**config.mk**
```make
export PLATFORM = sky130hd
export DESIGN_NAME = wdt_timer
export DESIGN_NICKNAME = d
export VERILOG_FILES = /design/src/rtl/wdt_pkg.sv /design/src/rtl/wdt_prescaler.sv /design/src/rtl/wdt_ctrl_reg.sv /design/src/rtl/wdt_rst_pulse.sv /design/src/rtl/wdt_timer.sv
export SDC_FILE = /design/constraint.sdc
export NUM_CORES = 1
export LEC_CHECK = 0
export BUFFER_PORTS_ARGS = -buffer_cell sky130_fd_sc_hd__buf_2
export CAP_MARGIN = 20
export CORE_ASPECT_RATIO = 0.6
export CORE_UTILIZATION = 42
export DETAILED_ROUTE_END_ITERATION = 8
export GPL_ROUTABILITY_DRIVEN = 0
export MAX_ROUTING_LAYER = met4
export SLEW_MARGIN = 40
export SYNTH_ARGS = -nofsm -noshare
export SYNTH_HDL_FRONTEND = slang
export SYNTH_HIERARCHICAL = 1
export SYNTH_SLANG_ARGS = --single-unit
```
**constraint.sdc**
```tcl
create_clock -name clk -period 4.8 [get_ports clk]
set_clock_uncertainty 0.15 [all_clocks]
set_input_delay 1.44 -clock clk [delete_from_list [all_inputs] [get_ports clk]]
set_output_delay 1.44 -clock clk [all_outputs]
set_load 0.02 [all_outputs]
```
**src/rtl/wdt_pkg.sv**
```systemverilog
package wdt_pkg;

    localparam int CNT_W  = 7;
    localparam int WORD_W = CNT_W + 1;
    localparam int SENT_B = CNT_W - 1;

    typedef struct packed {
        logic             armed;
        logic [CNT_W-1:0] count;
    } wdt_ctrl_t;

    // Counter bit 6 going from 1 to 0 is the expiry event.
    function automatic logic sentinel_fall(logic [CNT_W-1:0] before_v,
                                           logic [CNT_W-1:0] after_v);
        return before_v[SENT_B] & ~after_v[SENT_B];
    endfunction

    function automatic wdt_ctrl_t reset_word(logic hw);
        wdt_ctrl_t w;
        w.armed = hw;
        w.count = '1;
        return w;
    endfunction

endpackage

```
**src/rtl/wdt_prescaler.sv**
```systemverilog
module wdt_prescaler #(
    parameter int DIV = 65536
) (
    input  logic clk,
    input  logic rst,
    input  logic restart,
    output logic tick
);
    localparam int PW = (DIV > 2) ? $clog2(DIV) : 1;
    localparam logic [PW-1:0] LAST = PW'(DIV - 1);

    logic [PW-1:0] div_q;

    assign tick = (div_q == LAST);

    always_ff @(posedge clk) begin
        if (rst || restart || tick) begin
            div_q <= '0;
        end else begin
            div_q <= div_q + 1'b1;
        end
    end


    restart_chk: assert property (@(posedge clk) disable iff (rst)
        restart |=> !tick);


    period_chk: assert property (@(posedge clk) disable iff (rst)
        tick |=> !tick);

endmodule

```
**src/rtl/wdt_ctrl_reg.sv**
```systemverilog
module wdt_ctrl_reg
    import wdt_pkg::*;
(
    input  logic              clk,
    input  logic              rst,
    input  logic              hw_mode,
    input  logic              wr_en,
    input  logic [WORD_W-1:0] wr_data,
    input  logic              tick,
    output wdt_ctrl_t         ctrl_q,
    output logic              expire
);
    wdt_ctrl_t ctrl_d;

    always_comb begin
        ctrl_d = ctrl_q;
        if (wr_en) begin
            ctrl_d.count = wr_data[CNT_W-1:0];
            ctrl_d.armed = ctrl_q.armed | wr_data[WORD_W-1];
        end else if (tick) begin
            ctrl_d.count = CNT_W'(ctrl_q.count - 1'b1);
        end
        ctrl_d.armed = ctrl_d.armed | hw_mode;
        expire = ctrl_d.armed & sentinel_fall(ctrl_q.count, ctrl_d.count);
    end

    always_ff @(posedge clk) begin
        if (rst) begin
            ctrl_q <= reset_word(hw_mode);
        end else begin
            ctrl_q <= ctrl_d;
        end
    end


    hold_chk: assert property (@(posedge clk) disable iff (rst)
        (!wr_en && !tick) |=> $stable(ctrl_q.count));


    step_chk: assert property (@(posedge clk) disable iff (rst)
        (!wr_en && tick) |=> (ctrl_q.count == CNT_W'($past(ctrl_q.count) - 1'b1)));


    sticky_chk: assert property (@(posedge clk) disable iff (rst)
        ctrl_q.armed |=> ctrl_q.armed);

endmodule

```
**src/rtl/wdt_rst_pulse.sv**
```systemverilog
module wdt_rst_pulse #(
    parameter int LEN = 4
) (
    input  logic clk,
    input  logic rst,
    input  logic trigger,
    output logic rst_n
);
    localparam int LW = $clog2(LEN + 1);
    localparam logic [LW-1:0] LOAD = LW'(LEN);

    logic [LW-1:0] left_q;

    assign rst_n = (left_q == '0);

    always_ff @(posedge clk) begin
        if (rst) begin
            left_q <= '0;
        end else if (left_q != '0) begin
            left_q <= left_q - 1'b1;
        end else if (trigger) begin
            left_q <= LOAD;
        end
    end


    start_chk: assert property (@(posedge clk) disable iff (rst)
        $fell(rst_n) |-> $past(trigger));


    noretrig_chk: assert property (@(posedge clk) disable iff (rst)
        (left_q != '0) |=> (left_q == LW'($past(left_q) - 1'b1)));


    bound_chk: assert property (@(posedge clk) disable iff (rst)
        left_q <= LOAD);

endmodule

```
**src/rtl/wdt_timer.sv**
```systemverilog
module wdt_timer
    import wdt_pkg::*;
#(
    parameter int PRESCALE     = 65536,
    parameter int PULSE_CYCLES = 4
) (
    input  logic              clk,
    input  logic              rst,
    input  logic              hw_mode,
    input  logic              wr_en,
    input  logic [WORD_W-1:0] wr_data,
    output logic [WORD_W-1:0] rd_data,
    output logic              wdt_rst_n
);
    logic      tick;
    logic      expire;
    wdt_ctrl_t ctrl;

    wdt_prescaler #(.DIV(PRESCALE)) u_pre (
        .clk     (clk),
        .rst     (rst),
        .restart (wr_en),
        .tick    (tick)
    );

    wdt_ctrl_reg u_ctrl (
        .clk     (clk),
        .rst     (rst),
        .hw_mode (hw_mode),
        .wr_en   (wr_en),
        .wr_data (wr_data),
        .tick    (tick),
        .ctrl_q  (ctrl),
        .expire  (expire)
    );

    wdt_rst_pulse #(.LEN(PULSE_CYCLES)) u_pulse (
        .clk     (clk),
        .rst     (rst),
        .trigger (expire),
        .rst_n   (wdt_rst_n)
    );

    assign rd_data = ctrl;


    gate_chk: assert property (@(posedge clk) disable iff (rst)
        !wdt_rst_n |-> rd_data[WORD_W-1]);


    hw_chk: assert property (@(posedge clk) disable iff (rst)
        hw_mode |=> rd_data[WORD_W-1]);

endmodule

```
==> metrics.txt <==
post-cts resize count 0; most frequent cell after synthesis dfxtp_1; #FFs+latches synth 27; leakage roughly 0.00055 uW; RSZ-0062 raised after global routing false; # rows 15; hold crit path type reg -> reg; Worst VDD drop roughly 0.13 mV; DR DRC count 0; post-synthesis cell type count 39; PortBufs 20; DPL Wire Length 1920 um; pin count of the biggest net entering global routing 21; CP arrival between 2000 and 3000 ps; mean post-synth cell area 9.18 um^2; total track usage approximately 17%; Worst setup EP type flip-flop; CTS Buf Count 3; final net count roughly 190; clock buffer depth 2; sequential element share of the synthesized area about two fifths; Worst-path clk slew roughly 90 ps; most common library cells after synthesis dfxtp_1, nor2_1, xnor2_1; worst skew pair latency around 270 ps; FFs w/ async S/R, synth 0%; synthesized cell area 1400 um^2; crit start category flip-flop; slew at the pin closest to its max-slew limit 352 ps; Root Buffer clkbuf_8; clock sinks 27; synth-to-layout area growth 11.6%; Synth area leaders dfxtp_1, xnor2_1, nor2_1; Gate Count Post-Synth 152; Final period util about three fifths; EDFF count, synth 0; fraction of layout cells with a size suffix above 1 roughly 25%; Sum Neg Setup Slack 0 ps; DR WL/cell approximately 12 um; Synth Net Count 168; die footprint about 3600 um^2; via count 1102; prevailing post-synth register cell dfxtp_1; Design Area, Final around 1600 um^2; max-cap violations 0; Req. time, crit path roughly 4800 ps; Max Fclk ~350 MHz; # setup viols final 0; ant diodes 0; crit path max fanout 8; Crit Path Category reg -> reg; vias in the first global route approximately 870; Ys Warns 6; top cell type's share of synthesized area roughly 39%; Iteration-0 DRC Markers 51; hold buffer count at CTS 0; drt first pass iters 4; H-tree depth 1; Vias/cell 5.17; Initial Util a little under half; width of the die roughly 76 um; Hold Vio Cnt, Final 0; Antenna Nets Post-Route 0; max-slew violation count 0; WL final 2580 um; cell taking the most area after synthesis dfxtp_1; GR Overflow Total 0; # IOs 21; slew margin rel. 76.2%; Placed Area between 1500 and 2000 um^2; initial antenna violation count 0; TritonCTS clock tree yes; global-route wire length before repair 4370 um; run status finished clean; Die H between 40 and 50 um; Core ar. 3000 um^2; minimum clock period approximately 2800 ps; pwr/cell area 305 nW/um^2; setup repair bufs after CTS 0
## sequential cells by signal (all words and copies together) (netlist names)
| name | cells |
|---|---|
| u_ctrl/ctrl_q | 8 |
| u_pre/div_q | 16 |
| u_pulse/left_q | 3 |
## worst paths after layout
kind / to / start / depth (start not counted) / slack [ps]
worst max-delay path: u_pulse/left_q[1]$_SDFFE_PP0P_ / u_pre/div_q[0]$_SDFF_PP0_ / 10 / 1980
worst min-delay path: u_pre/div_q[0]$_SDFF_PP0_ / u_pre/div_q[0]$_SDFF_PP0_ / 1 / 300
worst max register to register: u_pulse/left_q[1]$_SDFFE_PP0P_ / u_pre/div_q[0]$_SDFF_PP0_ / 10 / 1980
worst min register to register: u_pre/div_q[0]$_SDFF_PP0_ / u_pre/div_q[0]$_SDFF_PP0_ / 1 / 300
## cell type report
cell class	count	area, um^2
multi-input combinational	113	792
tap	42	52.6
fill	303	1450
timing repair buffer	20	100
clock buffer	4	45.0
sequential	27	541
inverter	7	26.3
## cells in the final DEF, fill, tap and decap left out, types with 5 or more instances in the layout
cell type / instances
nand2_1: 5
dfxtp_1: 27
inv_1: 7
nor2_1: 26
nor3_1: 7
buf_2: 20
a21oi_1: 6
nand3_1: 6
or3b_2: 5
xnor2_1: 12
## routing by layer
layer	track usage (%)	wire length (um)	up-vias
met5	-	0	-
met2	22.3	1030	14
met1	23.4	1440	520
met3	5.94	99	2
li1	-	-	566
met4	3.85	12	0
## worst max-delay path, stage by stage (launching register included)
cell     delay [ps]
dfxtp_1         360
ha_1            210
nand2_1         160
nor2_1          150
and4_1          360
or3b_4          460
nor4_2          240
o21a_1          150
and2b_2         220
o21ai_0         150
a21oi_1          80
## metrics by stage
step,setup WS (ps),util (%),std cells,hold WS [ps],total power [uW]
CTS,2000,51.8,213,301,483
floorplan,1990,-,152,268,328
detailed placement,1940,50.3,209,286,355
global placement,2000,50.3,209,280,347
finish,1980,51.8,213,302,475
global route,1730,51.8,213,319,508
## report_power, final
group	switching (uW)	leakage [uW]	internal, uW	total [uW]
combinational	57.5	0.000311	41.3	98.7
clock	67.9	0.0000228	59.5	127
sequential	11.1	0.000220	238	249
## cells by family after synthesis
family	share of synthesized area, %
mux	0.718
simple gates	32.5
buf+inv	4.48
flops	38.7
compound gates	10.6
fa+ha+maj	3.59
xor+xnor	9.42
Note: power is estimated with default switching activity, not from simulation.
